`src/rtl/isq_pkg.sv`:
```
package isq_pkg;
  typedef enum logic [1:0] {
    OP_START = 2'd0,
    OP_STOP  = 2'd1,
    OP_WRITE = 2'd2,
    OP_READ  = 2'd3
  } op_e;

  localparam logic [7:0] CH_CR    = 8'h0D;
  localparam logic [7:0] CH_LF    = 8'h0A;
  localparam logic [7:0] CH_SP    = 8'h20;
  localparam logic [7:0] CH_LB    = 8'h5B;
  localparam logic [7:0] CH_RB    = 8'h5D;
  localparam logic [7:0] CH_ZERO  = 8'h30;
  localparam logic [7:0] CH_LX    = 8'h78;
  localparam logic [7:0] CH_UX    = 8'h58;
  localparam logic [7:0] CH_LR    = 8'h72;
  localparam logic [7:0] CH_UR    = 8'h52;
  localparam logic [7:0] CH_COLON = 8'h3A;
endpackage

```
`src/rtl/isq_linebuf.sv`:
```
module isq_linebuf #(
  parameter int AW = 8
) (
  input  logic          clk,
  input  logic          rst_n,
  input  logic          in_valid,
  input  logic [7:0]    in_data,
  output logic          in_ready,
  input  logic          release_i,
  input  logic [AW-1:0] rd_idx,
  output logic [7:0]    rd_char,
  output logic [AW-1:0] len,
  output logic          line_go,
  output logic          line_start,
  output logic          ovf
);
  import isq_pkg::*;
  localparam int DEPTH = 1 << AW;
  localparam logic [AW-1:0] MAXLEN = AW'(DEPTH - 1);

  logic [7:0] mem [DEPTH];
  logic       busy;
  logic       accept, term;

  assign in_ready   = !busy;
  assign accept     = in_valid && !busy;
  assign term       = (in_data == CH_CR) || (in_data == CH_LF);
  assign line_go    = accept && term && (len != '0) && !ovf;
  assign line_start = accept && !term && (len == '0);
  assign rd_char    = mem[rd_idx];

  always_ff @(posedge clk) begin
    if (accept && !term && len != MAXLEN) mem[len] <= in_data;
  end

  always_ff @(posedge clk or negedge rst_n) begin
    if (!rst_n) begin
      busy <= 1'b0;
      len  <= '0;
      ovf  <= 1'b0;
    end else begin
      if (release_i) begin
        busy <= 1'b0;
        len  <= '0;
      end
      if (accept) begin
        if (term) begin
          if (line_go) busy <= 1'b1;
          else         len  <= '0;
        end else begin
          if (line_start) ovf <= 1'b0;
          if (len == MAXLEN) ovf <= 1'b1;
          else               len <= len + 1'b1;
        end
      end
    end
  end

  a_r9_ovf_only_full: assert property (@(posedge clk) disable iff (!rst_n)
    $rose(ovf) |-> ($past(len) == MAXLEN) && $past(in_valid));
endmodule

```
`src/rtl/isq_charclass.sv`:
```
module isq_charclass (
  input  logic [7:0] ch,
  output logic       is_hex,
  output logic [3:0] hex_val,
  output logic       is_dec,
  output logic [3:0] dec_val
);
  always_comb begin
    is_dec  = (ch >= 8'h30) && (ch <= 8'h39);
    dec_val = ch[3:0];
    is_hex  = 1'b0;
    hex_val = 4'h0;
    if (is_dec) begin
      is_hex  = 1'b1;
      hex_val = ch[3:0];
    end else if ((ch >= 8'h41 && ch <= 8'h46) || (ch >= 8'h61 && ch <= 8'h66)) begin
      is_hex  = 1'b1;
      hex_val = ch[3:0] + 4'd9;
    end
  end
endmodule

```
`src/rtl/isq_exec.sv`:
```
module isq_exec #(
  parameter int AW = 8
) (
  input  logic          clk,
  input  logic          rst_n,
  input  logic          line_go,
  input  logic          line_start,
  input  logic [AW-1:0] len,
  output logic [AW-1:0] rd_idx,
  input  logic [7:0]    ch,
  input  logic          is_hex,
  input  logic [3:0]    hex_val,
  input  logic          is_dec,
  input  logic [3:0]    dec_val,
  output logic          release_o,
  output logic          op_valid,
  output logic [1:0]    op_code,
  output logic [7:0]    op_wdata,
  output logic          op_ack,
  input  logic          op_done,
  input  logic [7:0]    op_rdata,
  input  logic          op_nack,
  output logic          out_valid,
  output logic [7:0]    out_data,
  input  logic          out_ready,
  output logic          syn_err
);
  import isq_pkg::*;

  typedef enum logic [3:0] {
    S_IDLE, S_SCAN, S_HX, S_H1, S_H2, S_RD, S_CNT, S_FLUSH, S_OP, S_OUT
  } st_e;

  st_e          st;
  logic         exec_pass;
  logic [AW-1:0] idx;
  logic [7:0]   wbyte;
  logic [9:0]   cnt;
  logic [1:0]   ndig;
  logic [7:0]   rd_pend;
  logic         nack_last;
  op_e          op_q;
  logic         ack_q;
  logic [7:0]   out_q;
  logic         err_q;

  logic at_end, dig_ok, err, tok_ok, finish;
  logic [7:0] wnext;
  logic [9:0] cnt_next;

  assign rd_idx    = idx;
  assign at_end    = (idx == len);
  assign dig_ok    = !at_end && is_dec && (ndig != 2'd3);
  assign cnt_next  = {cnt[6:0], 3'b000} + {cnt[8:0], 1'b0} + {6'd0, dec_val};
  assign wnext     = (!at_end && is_hex) ? {wbyte[3:0], hex_val} : wbyte;
  assign tok_ok    = (ch == CH_SP) || (ch == CH_LB) || (ch == CH_RB) || (ch == CH_ZERO)
                     || (ch == CH_LR) || (ch == CH_UR);
  assign finish    = (st == S_SCAN) && at_end && (rd_pend == 8'd0) && exec_pass;
  assign release_o = finish || err;

  always_comb begin
    err = 1'b0;
    case (st)
      S_SCAN:  err = !at_end && (rd_pend == 8'd0) && !tok_ok;
      S_HX:    err = at_end || !((ch == CH_LX) || (ch == CH_UX));
      S_H1:    err = at_end || !is_hex;
      S_CNT:   err = !dig_ok && ((ndig == 2'd0) || (cnt == 10'd0) || (cnt > 10'd255));
      default: err = 1'b0;
    endcase
  end

  always_ff @(posedge clk or negedge rst_n) begin
    if (!rst_n) begin
      st <= S_IDLE; exec_pass <= 1'b0; idx <= '0; wbyte <= '0; cnt <= '0; ndig <= '0;
      rd_pend <= '0; nack_last <= 1'b0; op_q <= OP_START; ack_q <= 1'b0; out_q <= '0;
      err_q <= 1'b0;
    end else begin
      if (line_start) err_q <= 1'b0;
      if (err) begin
        err_q <= 1'b1;
        st    <= S_IDLE;
      end else begin
        case (st)
          S_IDLE: if (line_go) begin
            exec_pass <= 1'b0; idx <= '0; rd_pend <= '0; st <= S_SCAN;
          end
          S_SCAN: begin
            if (at_end) begin
              if (rd_pend != 8'd0) begin nack_last <= 1'b0; st <= S_FLUSH; end
              else if (!exec_pass) begin exec_pass <= 1'b1; idx <= '0; end
              else st <= S_IDLE;
            end else if (ch == CH_SP) begin
              idx <= idx + 1'b1;
            end else if (rd_pend != 8'd0) begin
              nack_last <= (ch == CH_RB);
              st        <= S_FLUSH;
            end else if (ch == CH_LB || ch == CH_RB) begin
              idx <= idx + 1'b1;
              if (exec_pass) begin
                op_q  <= (ch == CH_LB) ? OP_START : OP_STOP;
                ack_q <= 1'b0;
                st    <= S_OP;
              end
            end else if (ch == CH_ZERO) begin
              idx <= idx + 1'b1; st <= S_HX;
            end else begin
              idx <= idx + 1'b1; st <= S_RD;
            end
          end
          S_HX: begin idx <= idx + 1'b1; st <= S_H1; end
          S_H1: begin wbyte <= {4'h0, hex_val}; idx <= idx + 1'b1; st <= S_H2; end
          S_H2: begin
            wbyte <= wnext;
            if (!at_end && is_hex) idx <= idx + 1'b1;
            if (exec_pass) begin op_q <= OP_WRITE; ack_q <= 1'b0; st <= S_OP; end
            else st <= S_SCAN;
          end
          S_RD: begin
            if (!at_end && ch == CH_COLON) begin
              idx <= idx + 1'b1; cnt <= '0; ndig <= '0; st <= S_CNT;
            end else begin
              rd_pend <= 8'd1; st <= S_SCAN;
            end
          end
          S_CNT: begin
            if (dig_ok) begin
              cnt <= cnt_next; ndig <= ndig + 1'b1; idx <= idx + 1'b1;
            end else begin
              rd_pend <= cnt[7:0]; st <= S_SCAN;
            end
          end
          S_FLUSH: begin
            if (exec_pass) begin
              op_q    <= OP_READ;
              ack_q   <= !((rd_pend == 8'd1) && nack_last);
              rd_pend <= rd_pend - 1'b1;
              st      <= S_OP;
            end else begin
              rd_pend <= '0; st <= S_SCAN;
            end
          end
          S_OP: if (op_done) begin
            if (op_q == OP_WRITE)     begin out_q <= {7'd0, op_nack}; st <= S_OUT; end
            else if (op_q == OP_READ) begin out_q <= op_rdata;        st <= S_OUT; end
            else st <= S_SCAN;
          end
          S_OUT: if (out_ready) st <= (rd_pend != 8'd0) ? S_FLUSH : S_SCAN;
          default: st <= S_IDLE;
        endcase
      end
    end
  end

  assign op_valid  = (st == S_OP);
  assign op_code   = op_q;
  assign op_wdata  = wbyte;
  assign op_ack    = ack_q;
  assign out_valid = (st == S_OUT);
  assign out_data  = out_q;
  assign syn_err   = err_q;

  a_r10_op_hold: assert property (@(posedge clk) disable iff (!rst_n)
    op_valid && !op_done |=> op_valid && $stable(op_code) && $stable(op_wdata) && $stable(op_ack));
  a_r11_out_hold: assert property (@(posedge clk) disable iff (!rst_n)
    out_valid && !out_ready |=> out_valid && $stable(out_data));
  a_r11_no_op_while_out: assert property (@(posedge clk) disable iff (!rst_n)
    out_valid |-> !op_valid);
  a_r8_no_op_on_error: assert property (@(posedge clk) disable iff (!rst_n)
    syn_err |-> !op_valid);
endmodule

```
`src/rtl/i2c_script_seq.sv`:
```
module i2c_script_seq #(
  parameter int LINE_AW = 8
) (
  input  logic       clk,
  input  logic       rst_n,
  input  logic       in_valid,
  input  logic [7:0] in_data,
  output logic       in_ready,
  output logic       op_valid,
  output logic [1:0] op_code,
  output logic [7:0] op_wdata,
  output logic       op_ack,
  input  logic       op_done,
  input  logic [7:0] op_rdata,
  input  logic       op_nack,
  output logic       out_valid,
  output logic [7:0] out_data,
  input  logic       out_ready,
  output logic       syn_err,
  output logic       ovf
);
  logic [LINE_AW-1:0] len, rd_idx;
  logic [7:0] ch;
  logic       line_go, line_start, rel;
  logic       is_hex, is_dec;
  logic [3:0] hex_val, dec_val;

  isq_linebuf #(.AW(LINE_AW)) u_buf (
    .clk(clk), .rst_n(rst_n), .in_valid(in_valid), .in_data(in_data), .in_ready(in_ready),
    .release_i(rel), .rd_idx(rd_idx), .rd_char(ch), .len(len),
    .line_go(line_go), .line_start(line_start), .ovf(ovf)
  );

  isq_charclass u_cls (
    .ch(ch), .is_hex(is_hex), .hex_val(hex_val), .is_dec(is_dec), .dec_val(dec_val)
  );

  isq_exec #(.AW(LINE_AW)) u_exec (
    .clk(clk), .rst_n(rst_n), .line_go(line_go), .line_start(line_start), .len(len),
    .rd_idx(rd_idx), .ch(ch), .is_hex(is_hex), .hex_val(hex_val), .is_dec(is_dec),
    .dec_val(dec_val), .release_o(rel), .op_valid(op_valid), .op_code(op_code),
    .op_wdata(op_wdata), .op_ack(op_ack), .op_done(op_done), .op_rdata(op_rdata),
    .op_nack(op_nack), .out_valid(out_valid), .out_data(out_data), .out_ready(out_ready),
    .syn_err(syn_err)
  );

  a_r1_busy_during_ops: assert property (@(posedge clk) disable iff (!rst_n)
    op_valid |-> !in_ready);
endmodule

```
`config.mk`:
```
export PLATFORM = sky130hd
export DESIGN_NAME = i2c_script_seq
export DESIGN_NICKNAME = d
export VERILOG_FILES = /design/src/rtl/isq_pkg.sv /design/src/rtl/isq_linebuf.sv /design/src/rtl/isq_charclass.sv /design/src/rtl/isq_exec.sv /design/src/rtl/i2c_script_seq.sv
export SDC_FILE = /design/constraint.sdc
export NUM_CORES = 2
export LEC_CHECK = 0
export ABC_CLOCK_PERIOD_IN_PS = 4700
export BUFFER_PORTS_ARGS = -buffer_cell sky130_fd_sc_hd__buf_2
export CAP_MARGIN = 10
export CORE_MARGIN = 8
export CORE_UTILIZATION = 55
export CTS_CLUSTER_DIAMETER = 80
export DETAILED_ROUTE_END_ITERATION = 8
export PLACE_DENSITY = 0.73
export SLEW_MARGIN = 20
export SYNTH_ARGS = -nofsm -noshare
export SYNTH_HDL_FRONTEND = slang
export SYNTH_HIERARCHICAL = 1
export SYNTH_SLANG_ARGS = --single-unit
```
`constraint.sdc`:
```
create_clock -name clk -period 4.7 [get_ports clk]
set_clock_uncertainty 0.2 [all_clocks]
set_input_delay 0.94 -clock clk [delete_from_list [all_inputs] [get_ports clk]]
set_output_delay 0.94 -clock clk [all_outputs]
set_load 0.005 [all_outputs]
```
==> flow_summary.ini <==
[run_status]
outcome = finished with violations
violations = setup timing

[sta]
finalHoldViolCount = 0
max_slew_margin = 0.274
setup_viol = 54
layout_setup_ws_ns = -0.706
rsz0062_at_grt = yes
post-route-period-util = 1.15
fmax_ghz = 0.185
period_minus_slack_ns = 5.41
drv_slew = 0
worst_pin_slew_ns = 1.09

[power]
switchingPower_mw = 14.0
p_int_mw = 36.2
p_per_area_nw_per_um2 = 500
leakage_nw = 33.1
switching_share = 0.279
clockPowerShare = 0.315
power_frac_seq = 0.421
combPwrFrac = 0.264
vdd_drop_max_uv = 363

[layout]
post-route-util = 0.659
drive_gt1_frac = 0.328
syn2layout_area_growth_pct = 19.1
layout.cells.non_filler = 7389
fill_cells = 9680
postLayoutCellArea_sq_um = 100000
fin_nets = 5244

[die]
num_io_pins = 46
fp-row-count = 143
die_h_um = 407
core_area_sq_um = 152000
die_x_um = 407
start_util = 0.554
fp.dieArea_sq_um = 166000

[global_route]
track_usage = 0.258
grt_max_degree = 181
antenna_found_initial = 2
grt_pass1_wl_um = 320000
grt_pass1_vias = 47500
gr-total-overflow = 0

[hold_path]
hp-class = primary input to asynchronous set/reset pin

[synth]
syn_inst = 4376
synth_cell_types = 94
synth-edff-count = 2048
yosys_register_bits = 2112
yosysWarnings = 6
synth_area_leaders = edfxtp_1 (73%), mux4_2 (11%), mux2i_1 (2.4%), dfrtp_1 (1.9%), nor2_1 (1.5%)
yosysMostFrequentCell = edfxtp_1
postSynthAreaPerCell_sq_um = 19.2
synth-async-reset-ratio = 0.0303
synth_flop_cell = edfxtp_1
yosysTopAreaCell = edfxtp_1
synth_top_area_frac = 0.730
syn_area_sq_um = 84200
yosysSeqAreaShare = 0.749
ys_top_cells_by_count = edfxtp_1 (2048), mux4_2 (407), nor2_1 (329)

[critical_path]
crit_slowest_cell = or4_4
critPathMaxFanout = 6
crit_arrival_ns = 5.91
path_cells = buf_6 -> buf_12 -> buf_12 -> mux4_2 -> a22o_1 -> a221oi_2 -> buf_4 -> o22ai_2 -> o32ai_2 -> buf_4 -> nor3_1 -> buf_4 -> nand4bb_4 -> a21o_1 -> inv_2 -> nor2b_4 -> o21ai_0 -> a32o_2 -> or4_4 -> o31ai_4 -> o21ai_2
cp_slowest_stage_delay_ns = 0.61
crit_type = flop to flop
end_kind = flop
worstPathRequired_ns = 5.21
reg2reg_from = u_exec/rd_idx[0]
critPathLaunchType = flop
crit_top_cell = buf_4
reg2reg_to = u_exec/rd_idx[2]
r2r_cells = 21
r2r_slack_ns = -0.71

[cts]
ctsHoldBuffers = 0
cts_tree = done
clk_latency_ns = 0.83
htreeDepth = 4
cts_buffer_depth = 3
cts.sinks = 2112
numCtsBuffers = 198
ctsRootBufferMaster = clkbuf_16
path_clk_slew_ns = 0.07

[route]
drtIter0Drc = 6352
viasPerCell = 6.45
highest_layer = met4
vias = 47700
ant_nets = 0
firstDrtPassIters = 6
wl_met2_um = 105000
drc = 0
drt_wl_total_um = 220000
avgRoutedWirePerCell_um = 29.8
met1_length_um = 82500
routed-wl-met3_um = 23800

[placed_design]
pre_cts_slack_ns = -1.20
gp_congestion = 0.943
dpl-instance-area_sq_um = 92000
dp_cells = 6962
hpwl_um = 140000
portBuffers = 45

[flow_run]
cap_violations = 0
## sequential cells by signal, summed over array words and instances, names as in the netlist
| name | count |
|---|---|
| u_buf/mem | 2048 |
| u_exec/cnt | 10 |
| u_buf/len | 8 |
| u_exec/op_wdata | 8 |
| u_exec/out_data | 8 |
| u_exec/rd_idx | 8 |
| u_exec/rd_pend | 8 |
| u_exec/st | 4 |
| u_exec/ndig | 2 |
| u_exec/op_code | 2 |
| u_buf/busy | 1 |
| u_buf/ovf | 1 |
| u_exec/exec_pass | 1 |
| u_exec/nack_last | 1 |
| u_exec/op_ack | 1 |
| u_exec/syn_err | 1 |
## per-layer routing
layer | vias to the layer above | global-route usage
li1 | 19600 | -
met1 | 24600 | 0.355
met2 | 3010 | 0.411
met3 | 437 | 0.0568
met4 | 0 | 0.0954
met5 | - | 0
## cell type report
class	instances	area [sq um]	share of cell area
clock inverter	114	1130	0.0112
multi-input combinational	1979	20400	0.204
antenna	4	10.0	0.0000998
inverter	29	111	0.00111
timing repair buffer	874	7710	0.0769
clock buffer	247	5250	0.0523
sequential	2112	63100	0.629
tap	2030	2540	0.0253
## critical path, delay by kind of cell (launching register included)
family                 cells  cell delay (ns)
muxes                      1             0.51
DFF                        1             0.55
and+or+nand+nor            4             1.06
buffers and inverters      7             1.07
AOI/OAI and AO/OA          9             1.87
## through the flow
step	hold WS (ns)	total power, mW	setup TNS (ns)
6_report	0.0604	50.1	-23.17
4_1_cts	0.0327	49.5	-17.71
3_5_place_dp	0.253	33.0	-51.87
3_3_place_gp	0.246	32.8	-48.96
2_1_floorplan	0.263	28.5	-0.00589
5_1_grt	0.0898	51.6	-27.18
## placed cells by master, fill, tap and decap left out, drive strengths merged, types with 23 or more instances in the layout
cell type	instances
edfxtp	2048
buf	860
mux4	407
nor2	331
clkbuf	257
mux2i	206
nand2	131
a22oi	107
a21oi	102
clkinv	84
o21ai	79
dfrtp	64
o22ai	57
nand3	53
o221ai	42
nor3	37
a22o	36
inv	33
a221oi	27
ha	26
nor2b	26
a211oi	26
nor4	23
## worst max path at each step
stage                                 from               end  slack (ns)  cells past startpoint
after detailed placement  u_exec/rd_idx[0]  u_exec/rd_idx[2]       -1.20                     23
final                     u_exec/rd_idx[0]  u_exec/rd_idx[2]       -0.71                     21
after global placement    u_exec/rd_idx[0]  u_exec/rd_idx[2]       -1.10                     23
after floorplan           u_exec/rd_idx[0]      u_buf/len[2]      -0.006                     19
after global routing      u_exec/rd_idx[0]  u_exec/rd_idx[2]       -0.76                     21
after CTS                 u_exec/rd_idx[0]  u_exec/rd_idx[2]       -0.52                     18
## timing repair
item | 4_1_cts | 5_1_grt
cloned | 8 | 2
gates resized for setup | 170 | 114
endpoints found under the setup margin | 55 | 55
pin swaps | 26 | 45
setup buffers | 28 | 27
## cell families after synthesis
group	Yosys count	share of synthesized area
AOI/OAI and AO/OA	581	0.0483
xor gates and xnor gates	18	0.00187
adders and majority gates	28	0.00434
buffers and inverters	293	0.0210
DFF	2112	0.749
muxes	624	0.135
other	1	0.0000445
and+or+nand+nor	719	0.0403
## power groups by stage
stage,logic [mW],registers [mW],clock network (mW)
global placement,11.3,21.5,0
detailed placement,11.5,21.5,0
floorplan,7.19,21.3,0
global route,13.8,21.1,16.7
CTS,12.5,21.1,16.0
finish,13.2,21.1,15.8
(Power assumes the default switching activity.)
